===== config.mk =====
export PLATFORM = sky130hd
export DESIGN_NAME = spi_frame_engine
export DESIGN_NICKNAME = d
export VERILOG_FILES = /design/src/rtl/spi_frame_engine.sv
export SDC_FILE = /design/constraint.sdc
export NUM_CORES = 1
export LEC_CHECK = 0
export ABC_AREA = 1
export BUFFER_PORTS_ARGS = -buffer_cell sky130_fd_sc_hd__buf_2
export CORE_AREA = 4 4 315 317
export CTS_BUF_LIST = sky130_fd_sc_hd__clkbuf_8
export DETAILED_ROUTE_END_ITERATION = 10
export DIE_AREA = 0 0 319 321
export PLACE_DENSITY = 0.65
export SKIP_LAST_GASP = 1
export SLEW_MARGIN = 10
export SYNTH_ARGS = -nofsm -noshare
export SYNTH_HDL_FRONTEND = slang
export SYNTH_SLANG_ARGS = --single-unit

===== constraint.sdc =====
create_clock -name clk -period 3 [get_ports clk]
set_input_delay 0.3 -clock clk [delete_from_list [all_inputs] [get_ports clk]]
set_output_delay 0.3 -clock clk [all_outputs]
set_load 0.02 [all_outputs]

===== src/rtl/spi_frame_engine.sv =====
module spi_frame_engine #(
  parameter int MAX_BYTES = 64,
  parameter int SCLK_HALF = 2,
  localparam int LW = $clog2(MAX_BYTES + 1),
  localparam int AW = $clog2(MAX_BYTES)
) (
  input  logic          clk,
  input  logic          rst_n,
  input  logic          start,
  input  logic [LW-1:0] send_len,
  input  logic [LW-1:0] xfer_len,
  input  logic [LW-1:0] rx_len,
  output logic [AW-1:0] cmd_addr,
  input  logic [7:0]    cmd_data,
  output logic          sclk,
  output logic          cs_n,
  output logic          mosi,
  input  logic          miso,
  output logic          busy,
  output logic          done,
  output logic [31:0]   err_mask,
  output logic          work_ok,
  input  logic [AW-1:0] rd_addr,
  output logic [7:0]    rd_data
);
  localparam int EW = LW + 2;
  localparam int DW = $clog2(SCLK_HALF) + 1;
  localparam logic [31:0] POLY = 32'hEDB8_8320;

  typedef enum logic [1:0] {S_IDLE, S_LOAD, S_SHIFT, S_EVAL} state_t;

  state_t        state;
  logic [LW-1:0] byte_cnt, s_len, x_len, r_len;
  logic [2:0]    bit_cnt;
  logic [DW-1:0] div_cnt;
  logic          sclk_q;
  logic [7:0]    tx_sh;
  logic [6:0]    rx_sh;
  logic [31:0]   crc_tx, crc_rx, crc_got;
  logic          done_q, acc_q;
  logic [31:0]   err_q;
  logic [7:0]    rx_buf [MAX_BYTES];

  function automatic logic [31:0] crc_step(input logic [31:0] c, input logic [7:0] d);
    logic [31:0] r;
    r = c;
    for (int i = 0; i < 8; i++)
      r = (r[0] ^ d[i]) ? ((r >> 1) ^ POLY) : (r >> 1);
    return r;
  endfunction

  logic [EW-1:0] bc, sl, xl, rl, in_s, in_x, in_r;
  assign bc   = EW'(byte_cnt);
  assign sl   = EW'(s_len);
  assign xl   = EW'(x_len);
  assign rl   = EW'(r_len);
  assign in_s = EW'(send_len);
  assign in_x = EW'(xfer_len);
  assign in_r = EW'(rx_len);

  logic len_ok;
  assign len_ok = (in_x <= EW'(MAX_BYTES)) && (in_x >= in_s + EW'(8)) &&
                  ((in_r == '0) || (in_x >= in_r + EW'(12)));

  logic [31:0] crc_out;
  logic [7:0]  tx_byte;
  logic [1:0]  crc_k;
  assign crc_out = ~crc_tx;
  assign crc_k   = 2'(bc - sl);
  always_comb begin
    if (bc < sl) tx_byte = cmd_data;
    else if (bc < sl + EW'(4)) begin
      case (crc_k)
        2'd0:    tx_byte = crc_out[31:24];
        2'd1:    tx_byte = crc_out[23:16];
        2'd2:    tx_byte = crc_out[15:8];
        default: tx_byte = crc_out[7:0];
      endcase
    end else tx_byte = 8'h00;
  end

  logic [7:0] rb;
  assign rb = {rx_sh, miso};
  logic in_pay, in_crcw;
  assign in_pay  = (rl != '0) && (bc >= EW'(4)) && (bc < rl + EW'(4));
  assign in_crcw = (rl != '0) && (bc >= rl + EW'(4)) && (bc < rl + EW'(8));

  logic [7:0]  status;
  logic [31:0] err_n;
  assign status = rx_buf[AW'(x_len - LW'(4))];
  always_comb begin
    err_n = '0;
    if ((status & 8'hDB) != 8'h81) err_n[2] = 1'b1;
    if (status[5]) err_n[0] = 1'b1;
    if ((rl != '0) && (crc_got != ~crc_rx)) err_n[1] = 1'b1;
  end

  always_ff @(posedge clk or negedge rst_n) begin
    if (!rst_n) begin
      state <= S_IDLE;
      byte_cnt <= '0; s_len <= '0; x_len <= '0; r_len <= '0;
      bit_cnt <= '0; div_cnt <= '0; sclk_q <= 1'b0;
      tx_sh <= '0; rx_sh <= '0;
      crc_tx <= '1; crc_rx <= '1; crc_got <= '0;
      done_q <= 1'b0; acc_q <= 1'b0; err_q <= '0;
      for (int i = 0; i < MAX_BYTES; i++) rx_buf[i] <= '0;
    end else begin
      done_q <= 1'b0;
      case (state)
        S_IDLE: if (start) begin
          acc_q <= 1'b0;
          if (len_ok) begin
            s_len <= send_len; x_len <= xfer_len; r_len <= rx_len;
            byte_cnt <= '0;
            crc_tx <= '1; crc_rx <= '1; crc_got <= '0;
            err_q <= '0;
            state <= S_LOAD;
          end else begin
            err_q <= 32'h8000_0000;
            done_q <= 1'b1;
          end
        end
        S_LOAD: begin
          tx_sh <= tx_byte;
          if (bc < sl) crc_tx <= crc_step(crc_tx, cmd_data);
          bit_cnt <= '0;
          div_cnt <= '0;
          sclk_q <= 1'b0;
          state <= S_SHIFT;
        end
        S_SHIFT: begin
          if (div_cnt == DW'(SCLK_HALF - 1)) begin
            div_cnt <= '0;
            sclk_q <= ~sclk_q;
            if (!sclk_q) begin
              rx_sh <= rb[6:0];
              if (bit_cnt == 3'd7) begin
                rx_buf[byte_cnt[AW-1:0]] <= rb;
                if (in_pay) crc_rx <= crc_step(crc_rx, rb);
                if (in_crcw) crc_got <= {crc_got[23:0], rb};
              end
            end else if (bit_cnt == 3'd7) begin
              byte_cnt <= byte_cnt + 1'b1;
              state <= (bc == xl - EW'(1)) ? S_EVAL : S_LOAD;
            end else begin
              bit_cnt <= bit_cnt + 1'b1;
              tx_sh <= {tx_sh[6:0], 1'b0};
            end
          end else div_cnt <= div_cnt + 1'b1;
        end
        S_EVAL: begin
          err_q <= err_n;
          acc_q <= (err_n == '0) && status[2];
          done_q <= 1'b1;
          state <= S_IDLE;
        end
        default: state <= S_IDLE;
      endcase
    end
  end

  assign cmd_addr = byte_cnt[AW-1:0];
  assign sclk     = sclk_q;
  assign cs_n     = !(state == S_LOAD || state == S_SHIFT);
  assign mosi     = tx_sh[7];
  assign busy     = (state != S_IDLE);
  assign done     = done_q;
  assign err_mask = err_q;
  assign work_ok  = acc_q;
  assign rd_data  = rx_buf[rd_addr];


  sclk_idle_chk: assert property (@(posedge clk) disable iff (!rst_n) cs_n |-> !sclk);

  mosi_hold_chk: assert property (@(posedge clk) disable iff (!rst_n)
    (sclk && $past(sclk)) |-> $stable(mosi));

  done_pulse_chk: assert property (@(posedge clk) disable iff (!rst_n) done |=> !done);

  accept_clean_chk: assert property (@(posedge clk) disable iff (!rst_n)
    (done && work_ok) |-> (err_mask == 32'h0));

  refuse_chk: assert property (@(posedge clk) disable iff (!rst_n)
    (!busy && start && !len_ok) |=> (done && cs_n && err_mask == 32'h8000_0000 && !work_ok));

  result_hold_chk: assert property (@(posedge clk) disable iff (!rst_n)
    (!busy && !start) |=> ($stable(err_mask) && $stable(work_ok)));
endmodule


==> impl_metrics.toml, run 1 <==
[critical_path]
worst-r2r-setup-slack_ns = 0.29
critPathArrivalTime_ns = 2.64
worst_setup_path_end_kind = "output pin"
cp_slowest_stage_delay_ns = 0.40
path_max_fanout = 3
critPathBufInv = 1
worst_r2r_endpoint = "crc_got[1]"
crit_path_top_delay_cell = "dfrtp_1"
crit_path_start_kind = "register"
cell_family_with_most_cp_delay = "compound AO/OA/AOI/OAI gates"
worst_setup_path_type = "register to output pin"
r2r_start = "r_len[4]"
worstRegToRegCells = 15
critPathRequiredTime_ns = 2.70
path_common_cell = "o21ai_0"
critical_path.cell_chain = "o21ai_0, o21ai_0, o21ai_0, o22ai_1, o211ai_1, nand2_1, buf_6"

[synthesis]
synthTopCellsByArea = "dfrtp_1, nand2_1, o21ai_0"
synthAdderAreaFrac_pct = 1.85
netlist-cell-type-count = 52
synth-simple-area-share_pct = 25.4
mux_cell_area_share_after_synthesis_pct = 0
synth.ff_latch_count = 665
largest_area_contributor_in_the_netlist = "dfrtp_1"
dominant_combinational_cell_family_by_area_after_synthesis = "simple AND/OR/NAND/NOR gates"
ys_warn_count = 0
mappedNetlistArea_um2 = 38300
count_of_flip_flops_with_a_built_in_enable_after_synthesis = 0
post-synth-top-area-fraction_pct = 39.2
dominantRegCellSynth = "dfrtp_1"
post_synth_inst_count = 5206
share_of_the_synthesized_netlist_area_taken_by_xor_and_xnor_gates_pct = 2.92
post_synthesis_compound_gate_area_fraction_pct = 18.6
syn_area_per_cell_um2 = 7.36
synth-async-reset-ratio_pct = 100
synth_sequential_area_ratio_pct = 43.6

[min_path]
min_path_type = "input pin to asynchronous set/reset pin"

[timing]
worstMarginPinSlew_ns = 1.07
setup-tns-final_ns = 0
finalCriticalPeriod_ns = 2.94
skew_ns = 0.0553
max_freq_ghz = 0.340
post-route-period-util_pct = 97.9
max_slew_margin_pct = 28.2
setup_repair_after_global_routing_missed_its_margin = "yes"
finalMaxSlewViolations = 0
fin_worst_hold_slack_ns = 0.0604
final_hold_fails = 0
setup_viol = 0

[outcome]
status = "completed"

[global_routing]
grt_pass1_wl_mm = 196
maximum_number_of_pins_on_one_net_before_global_route_repair = 99
number_of_global_route_vias_before_repair = 34173
global_route_usage_over_all_layers_pct = 23.6
antenna_violations_before_repair = 4
globalRoute.totalOverflow = 0

[place]
standard_cell_area_after_detailed_placement_um2 = 40400
detailed_placement_hpwl_mm = 81.4
portBuffers = 62
global_placement_routability_congestion = 0.914

[layout]
area.growth.synth_to_final_pct = 13.1
num-nets-final = 5315
proportion_of_layout_cells_with_a_drive_suffix_above_1_pct = 11.8
nFillCells = 9632
multiInputGateArea_um2 = 18900
design_area_um2 = 43400
ff_latch_area_um2 = 16700

[die]
die-area_um2 = 102000
die_y_extent_um = 321
initial_core_util_pct = 39.8
core_um2 = 96300
design.portCount = 91
die_w_um = 319
placement_rows = 114

[pwr]
peak_supply_drop_uv = 944
power_density_over_cell_area_nw_per_um2 = 808
static-leakage-power_uw = 0.0202
finalPower_uw = 35000

[clock_network]
postCtsSetupBuffers = 0
clockRootBuffer = "clkbuf_8"
cts_buffer_depth = 3
clk_sinks = 665
worst_skew_pair.late_latency_ns = 0.79
tritoncts_clock_tree = "done"
post_cts_clock_slew_at_the_launch_and_capture_registers_of_the_worst_setup_and_hold_paths_ns = 0.06
cts_buffers = 118
cts-htree-levels = 3

[routing]
detail-route-antenna-nets = 0
first_pass_iters = 6
drt-vias-per-instance = 5.49
total_via_count_in_the_routed_design = 36206
drt_wl_total_mm = 124
drt_drc_violations_left = 0
drt-wirelength-per-cell_um = 18.8
first_iter_violations = 3809

[flow_run]
cap_violations = 0
==> per-stage QoR <==
stage	cells	util [%]	worst slack [ns]
after floorplan	5233	-	0.246
after global placement	6344	41.9	0.143
after detailed placement	6344	41.9	0.0722
after CTS	6595	45.0	-0.0190
after global routing	6596	45.0	-0.0394
final	6597	45.0	0.0628
==> Yosys cell counts (7+ instances only) <==
cell / n
buf_6: 11
dfstp_2: 64
o21ai_0: 893
o21bai_1: 7
nand2_2: 42
xnor2_1: 37
o21ai_2: 45
clkbuf_1: 265
nand3b_1: 15
nor3_1: 19
o221ai_1: 18
ha_1: 55
buf_1: 31
buf_4: 34
a21oi_1: 145
nor3_2: 7
o31ai_1: 8
inv_1: 307
dfrtp_1: 601
or2_2: 16
nand3_1: 294
o21a_1: 7
buf_2: 43
o211ai_1: 22
nand2_1: 1390
o22ai_1: 83
nand4_1: 92
nor2_1: 442
o21ai_1: 85
xor2_1: 89
==> worst max-delay path by stage <==
stage | start | end | depth (start not counted)
final | rx_buf[446] | rd_data[6] | 7
after global routing | rx_buf[278] | rd_data[6] | 11
after CTS | rx_buf[465] | rd_data[1] | 9
after detailed placement | rx_len[2] | crc_got[10] | 16
after global placement | rx_len[2] | crc_got[20] | 16
after floorplan | byte_cnt[0] | tx_sh[1] | 14
==> worst register-to-register path, delay by kind of cell (launching register included) <==
family / cells / cell delay (ns)
buffers and inverters: 1 / 0.28
AND/OR/NAND/NOR: 8 / 0.74
XOR/XNOR: 1 / 0.22
flip-flops: 1 / 0.45
adder cells (fa/ha/maj): 2 / 0.52
AO/OA/AOI/OAI: 3 / 0.42
==> kinds of logic (layout without fill, tap and decap cells) <==
kind of cell             Yosys count  count (layout)
AO/OA/AOI/OAI                   1328            1328
XOR/XNOR                         127             127
adder cells (fa/ha/maj)           56              56
buffers and inverters            700             786
flip-flops                       665             665
other                              1              30
AND/OR/NAND/NOR                 2329            2329
==> final cells by class <==
class | count | share of cell area (%)
inverter | 316 | 2.76
clock buffer | 159 | 5.05
timing repair buffer | 251 | 5.42
sequential | 665 | 38.6
multi-input combinational | 3868 | 43.6
antenna | 2 | 0.0115
tap | 1276 | 3.68
clock inverter | 60 | 0.912
==> placed cells by master (no fill, tap or decap), types with 6 or more instances in the layout <==
| master | synthesis | routed |
|---|---|---|
| clkinv_2 | 0 | 16 |
| nand3_1 | 294 | 294 |
| dfstp_2 | 64 | 64 |
| nand4_1 | 92 | 92 |
| buf_4 | 34 | 117 |
| o31ai_1 | 8 | 6 |
| a21oi_1 | 145 | 145 |
| or2_2 | 16 | 16 |
| o21ai_0 | 893 | 887 |
| o21a_1 | 7 | 7 |
| dlygate4sd3_1 | 0 | 32 |
| nor3_1 | 19 | 19 |
| xnor2_1 | 37 | 37 |
| buf_2 | 43 | 58 |
| nor3_2 | 7 | 7 |
| o221ai_1 | 18 | 12 |
| buf_12 | 0 | 41 |
| o21bai_1 | 7 | 7 |
| o21ai_2 | 45 | 48 |
| clkbuf_8 | 0 | 160 |
| xor2_1 | 89 | 89 |
| conb_1 | 1 | 28 |
| inv_2 | 5 | 14 |
| o221ai_2 | 0 | 6 |
| o211ai_1 | 22 | 22 |
| inv_1 | 307 | 328 |
| ha_1 | 55 | 54 |
| nand2_2 | 42 | 45 |
| nor2_1 | 442 | 442 |
| o21ai_1 | 85 | 88 |
| o22ai_1 | 83 | 83 |
| dfrtp_1 | 601 | 598 |
| nand2_1 | 1390 | 1387 |
| nand3b_1 | 15 | 15 |
==> timing repair <==
action	CTS	global route
hold buffers	32	0
resized for setup	4	17
cloned	0	0
endpoints found under the setup margin	4	6
pin swaps	0	4
hold endpoints to repair	348	0
==> metal layers <==
metal	wire (µm)	GRT usage [%]	share of wire [%]	vias up
met1	54300	33.0	44	17102
met5	22	0	0.018	-
met4	4590	8.92	3.7	4
met3	10500	4.17	8.5	297
met2	54500	36.6	44	1605
li1	-	-	-	17198
==> report_power, final <==
| group | switching, µW | total, µW | internal, µW |
|---|---|---|---|
| Combinational | 10100 | 14800 | 4750 |
| Sequential | 939 | 11100 | 10100 |
| Clock | 4060 | 9140 | 5080 |
| Total | 15100 | 35000 | 20000 |
==> registers in the layout (all words and copies together) (netlist names) <==
register	flops
work_ok	1
s_len	7
crc_rx	32
div_cnt	2
state	2
x_len	7
rx_buf	512
done	1
err_mask	4
crc_got	32
r_len	7
bit_cnt	3
rx_sh	7
sclk	1
byte_cnt	7
crc_tx	32
tx_sh	8
Power figures use the tool's default switching activity.
==> inputs of run 2 (changes only) <==
--- a/config.mk
+++ b/config.mk
@@ -5,12 +5,11 @@
 export SDC_FILE = /design/constraint.sdc
 export NUM_CORES = 1
 export LEC_CHECK = 0
-export ABC_AREA = 1
 export BUFFER_PORTS_ARGS = -buffer_cell sky130_fd_sc_hd__buf_2
-export CORE_AREA = 4 4 315 317
+export CORE_AREA = 4 4 307 309
 export CTS_BUF_LIST = sky130_fd_sc_hd__clkbuf_8
 export DETAILED_ROUTE_END_ITERATION = 10
-export DIE_AREA = 0 0 319 321
+export DIE_AREA = 0 0 311 313
 export PLACE_DENSITY = 0.65
 export SKIP_LAST_GASP = 1
 export SLEW_MARGIN = 10
==> run 2 against run 1 <==
Against the previous run: the flow now finishes with violations (setup timing); cell count down 37%; global-route usage down 2.4 points; via count down 32%; count of clock-buffer cells in the layout down 29.
==> impl_metrics.toml, run 2 <==
[outcome]
status = "finished with violations"
violations_in_the_final_reports = "setup timing"

[pwr]
static-leakage-power_uw = 0.0183
power_density_over_cell_area_nw_per_um2 = 794
peak_supply_drop_uv = 628

[global_routing]
number_of_global_route_vias_before_repair = 26027
globalRoute.totalOverflow = 0
global_route_usage_over_all_layers_pct = 21.2
maximum_number_of_pins_on_one_net_before_global_route_repair = 85
grt_pass1_wl_mm = 161
antenna_violations_before_repair = 4

[layout]
num-nets-final = 2986
post_layout_nonfiller_instances = 4170
layout_common_cells = "dfrtp_1, mux2_2, mux4_2"
proportion_of_layout_cells_with_a_drive_suffix_above_1_pct = 41.6
largest-register = "rx_buf"
final_core_utilization_pct = 45.5
area.growth.synth_to_final_pct = 14.1
largest_reg_flops = 512
most_common_cell_after_layout_fill_and_taps_aside = "dfrtp_1"

[timing]
setup_repair_after_global_routing_missed_its_margin = "yes"
skew_ns = 0.0480
finalCriticalPeriod_ns = 3.32
finalMaxSlewViolations = 0
worstMarginPinSlew_ns = 1.01
setup_viol = 8
post-route-period-util_pct = 111
fin_worst_hold_slack_ns = 0.102
final_hold_fails = 0
layout_setup_ws_ns = -0.323
max_freq_ghz = 0.301
setup-tns-final_ns = -1.82
max_slew_margin_pct = 32.4

[synthesis]
synth_most_common_cell = "dfrtp_1"
synth.ff_latch_count = 665
count_of_flip_flops_with_a_built_in_enable_after_synthesis = 0
dominantRegCellSynth = "dfrtp_1"
post_synth_inst_count = 2716
netlist-cell-type-count = 87
largest_area_contributor_in_the_netlist = "dfrtp_1"
synthTopCellsByArea = "dfrtp_1, mux2_2, mux4_2"
mappedNetlistArea_um2 = 36400
synth-async-reset-ratio_pct = 100
synth_sequential_area_ratio_pct = 45.9
post-synth-top-area-fraction_pct = 41.3
ys_warn_count = 0
syn_area_per_cell_um2 = 13.4
commonest_cells_post_synth = "dfrtp_1, mux2_2, mux4_2"

[die]
placement_rows = 111
die-area_um2 = 97300
die_w_um = 311
core_um2 = 91400
initial_core_util_pct = 39.9
design.portCount = 91
die_y_extent_um = 313

[clock_network]
worst_skew_pair.late_latency_ns = 0.74
cts_buffer_depth = 3
cts_buffers = 108
clockRootBuffer = "clkbuf_8"
cts-htree-levels = 3
clk_sinks = 665
post_cts_clock_slew_at_the_launch_and_capture_registers_of_the_worst_setup_and_hold_paths_ns = 0.06
tritoncts_clock_tree = "done"

[routing]
drt-vias-per-instance = 5.89
drt_drc_violations_left = 0
detail-route-antenna-nets = 0
first_iter_violations = 2287
first_pass_iters = 7
drt_wl_total_mm = 104
drt-wirelength-per-cell_um = 25.0
total_via_count_in_the_routed_design = 24567

[flow_run]
cap_violations = 0

[place]
placedCellCount = 3911
detailed_placement_hpwl_mm = 70.8
global_placement_routability_congestion = 0.876
portBuffers = 62
pre_cts_slack_ns = -0.101

[critical_path]
critPathArrivalTime_ns = 3.02
worst_setup_path_type = "register to output pin"
worst_setup_path_end_kind = "output pin"
worst-r2r-setup-slack_ns = 0.10
critPathRequiredTime_ns = 2.70
path_max_fanout = 2
crit_path_start_kind = "register"

[min_path]
min_path_type = "input pin to register"
run 2: cell types whose count changed after synthesis, moves of 53 or more:
cell and delta:
nand2_1 -1253, o21ai_0 -834, mux2_2 +499, nor2_1 -392, nand3_1 -264, inv_1 -215
mux4_2 +215, clkbuf_1 -152, a21oi_1 -106, xnor2_1 +100, o22ai_1 -82, o21ai_1 -81
nand4_1 -80, mux2_1 +53
run 2: metrics by stage:
| stage | total power (µW) | instance area (µm²) |
|---|---|---|
| after floorplan | 20300 | 36500 |
| final | 33000 | 41600 |
| after CTS | 33100 | 41400 |
| after global placement | 24400 | 38600 |
| after global routing | 34800 | 41600 |
| after detailed placement | 24600 | 38600 |
run 2: path summary, 6_finish.rpt:
check,start,end,depth (start not counted)
worst max-delay path,rx_buf[481],rd_data[1],4
worst min-delay path,cmd_data[5],tx_sh[5],4
worst max register to register,state[0],rx_buf[331],9
worst min register to register,tx_sh[0],tx_sh[0],2
max in group asynchronous,rst_n,rx_buf[105],4
min in group asynchronous,rst_n,err_mask[2],2
run 2: what timing repair did:
| action | in CTS | in global routing |
|---|---|---|
| setup endpoints to repair | 8 | 145 |
| cloned | 0 | 1 |
| setup buffers | 20 | 6 |
| pin swaps | 0 | 2 |
| hold buffers | 29 | 0 |
| hold endpoints to repair | 233 | 0 |
| resized for setup | 16 | 18 |
run 2: power breakdown:
part / internal [µW] / leakage (µW) / switching, µW
combinational: 5630 / 0.00805 / 8200
clock: 4610 / 0.00136 / 3750
sequential: 10000 / 0.00893 / 843
run 2: kinds of logic (layout without fill, tap and decap cells):
family                   count (synthesis)  in the layout  synth area share [%]
buffers and inverters                  299            538                  3.75
other                                    1             30                0.0103
AO/OA/AOI/OAI                          257            257                  5.02
flip-flops                             665            665                  45.9
adder cells (fa/ha/maj)                 56             56                  1.94
XOR/XNOR                               197            197                  5.00
AND/OR/NAND/NOR                        425            425                  6.71
multiplexers                           816            816                  31.7
run 2: final cells by class:
| type | instances | area [µm²] |
|---|---|---|
| flip-flops and latches | 665 | 16700 |
| fillers | 8044 | 49800 |
| repair buffers | 244 | 2150 |
| diodes | 2 | 5.00 |
| multi-input cells | 1779 | 18500 |
| inverters | 93 | 353 |
| clock inverters | 71 | 518 |
| well taps | 1186 | 1480 |
| clock buffers | 130 | 1790 |
run 2: per-layer routing:
layer,global-route usage (%),routed length [µm],part of all wire (%),vias to the layer above
met3,3.46,7060,6.8,246
met5,0,0,0,-
met4,8.82,3970,3.8,0
li1,-,-,-,10379
met1,28.4,43200,41,12906
met2,34.6,50100,48,1036
run 2: worst max-delay path, cell delays in order (launching register included):
cell and delay [ns]:
dfrtp_1 0.40, mux4_2 0.52, mux4_2 0.60, mux4_2 0.60, buf_6 0.18
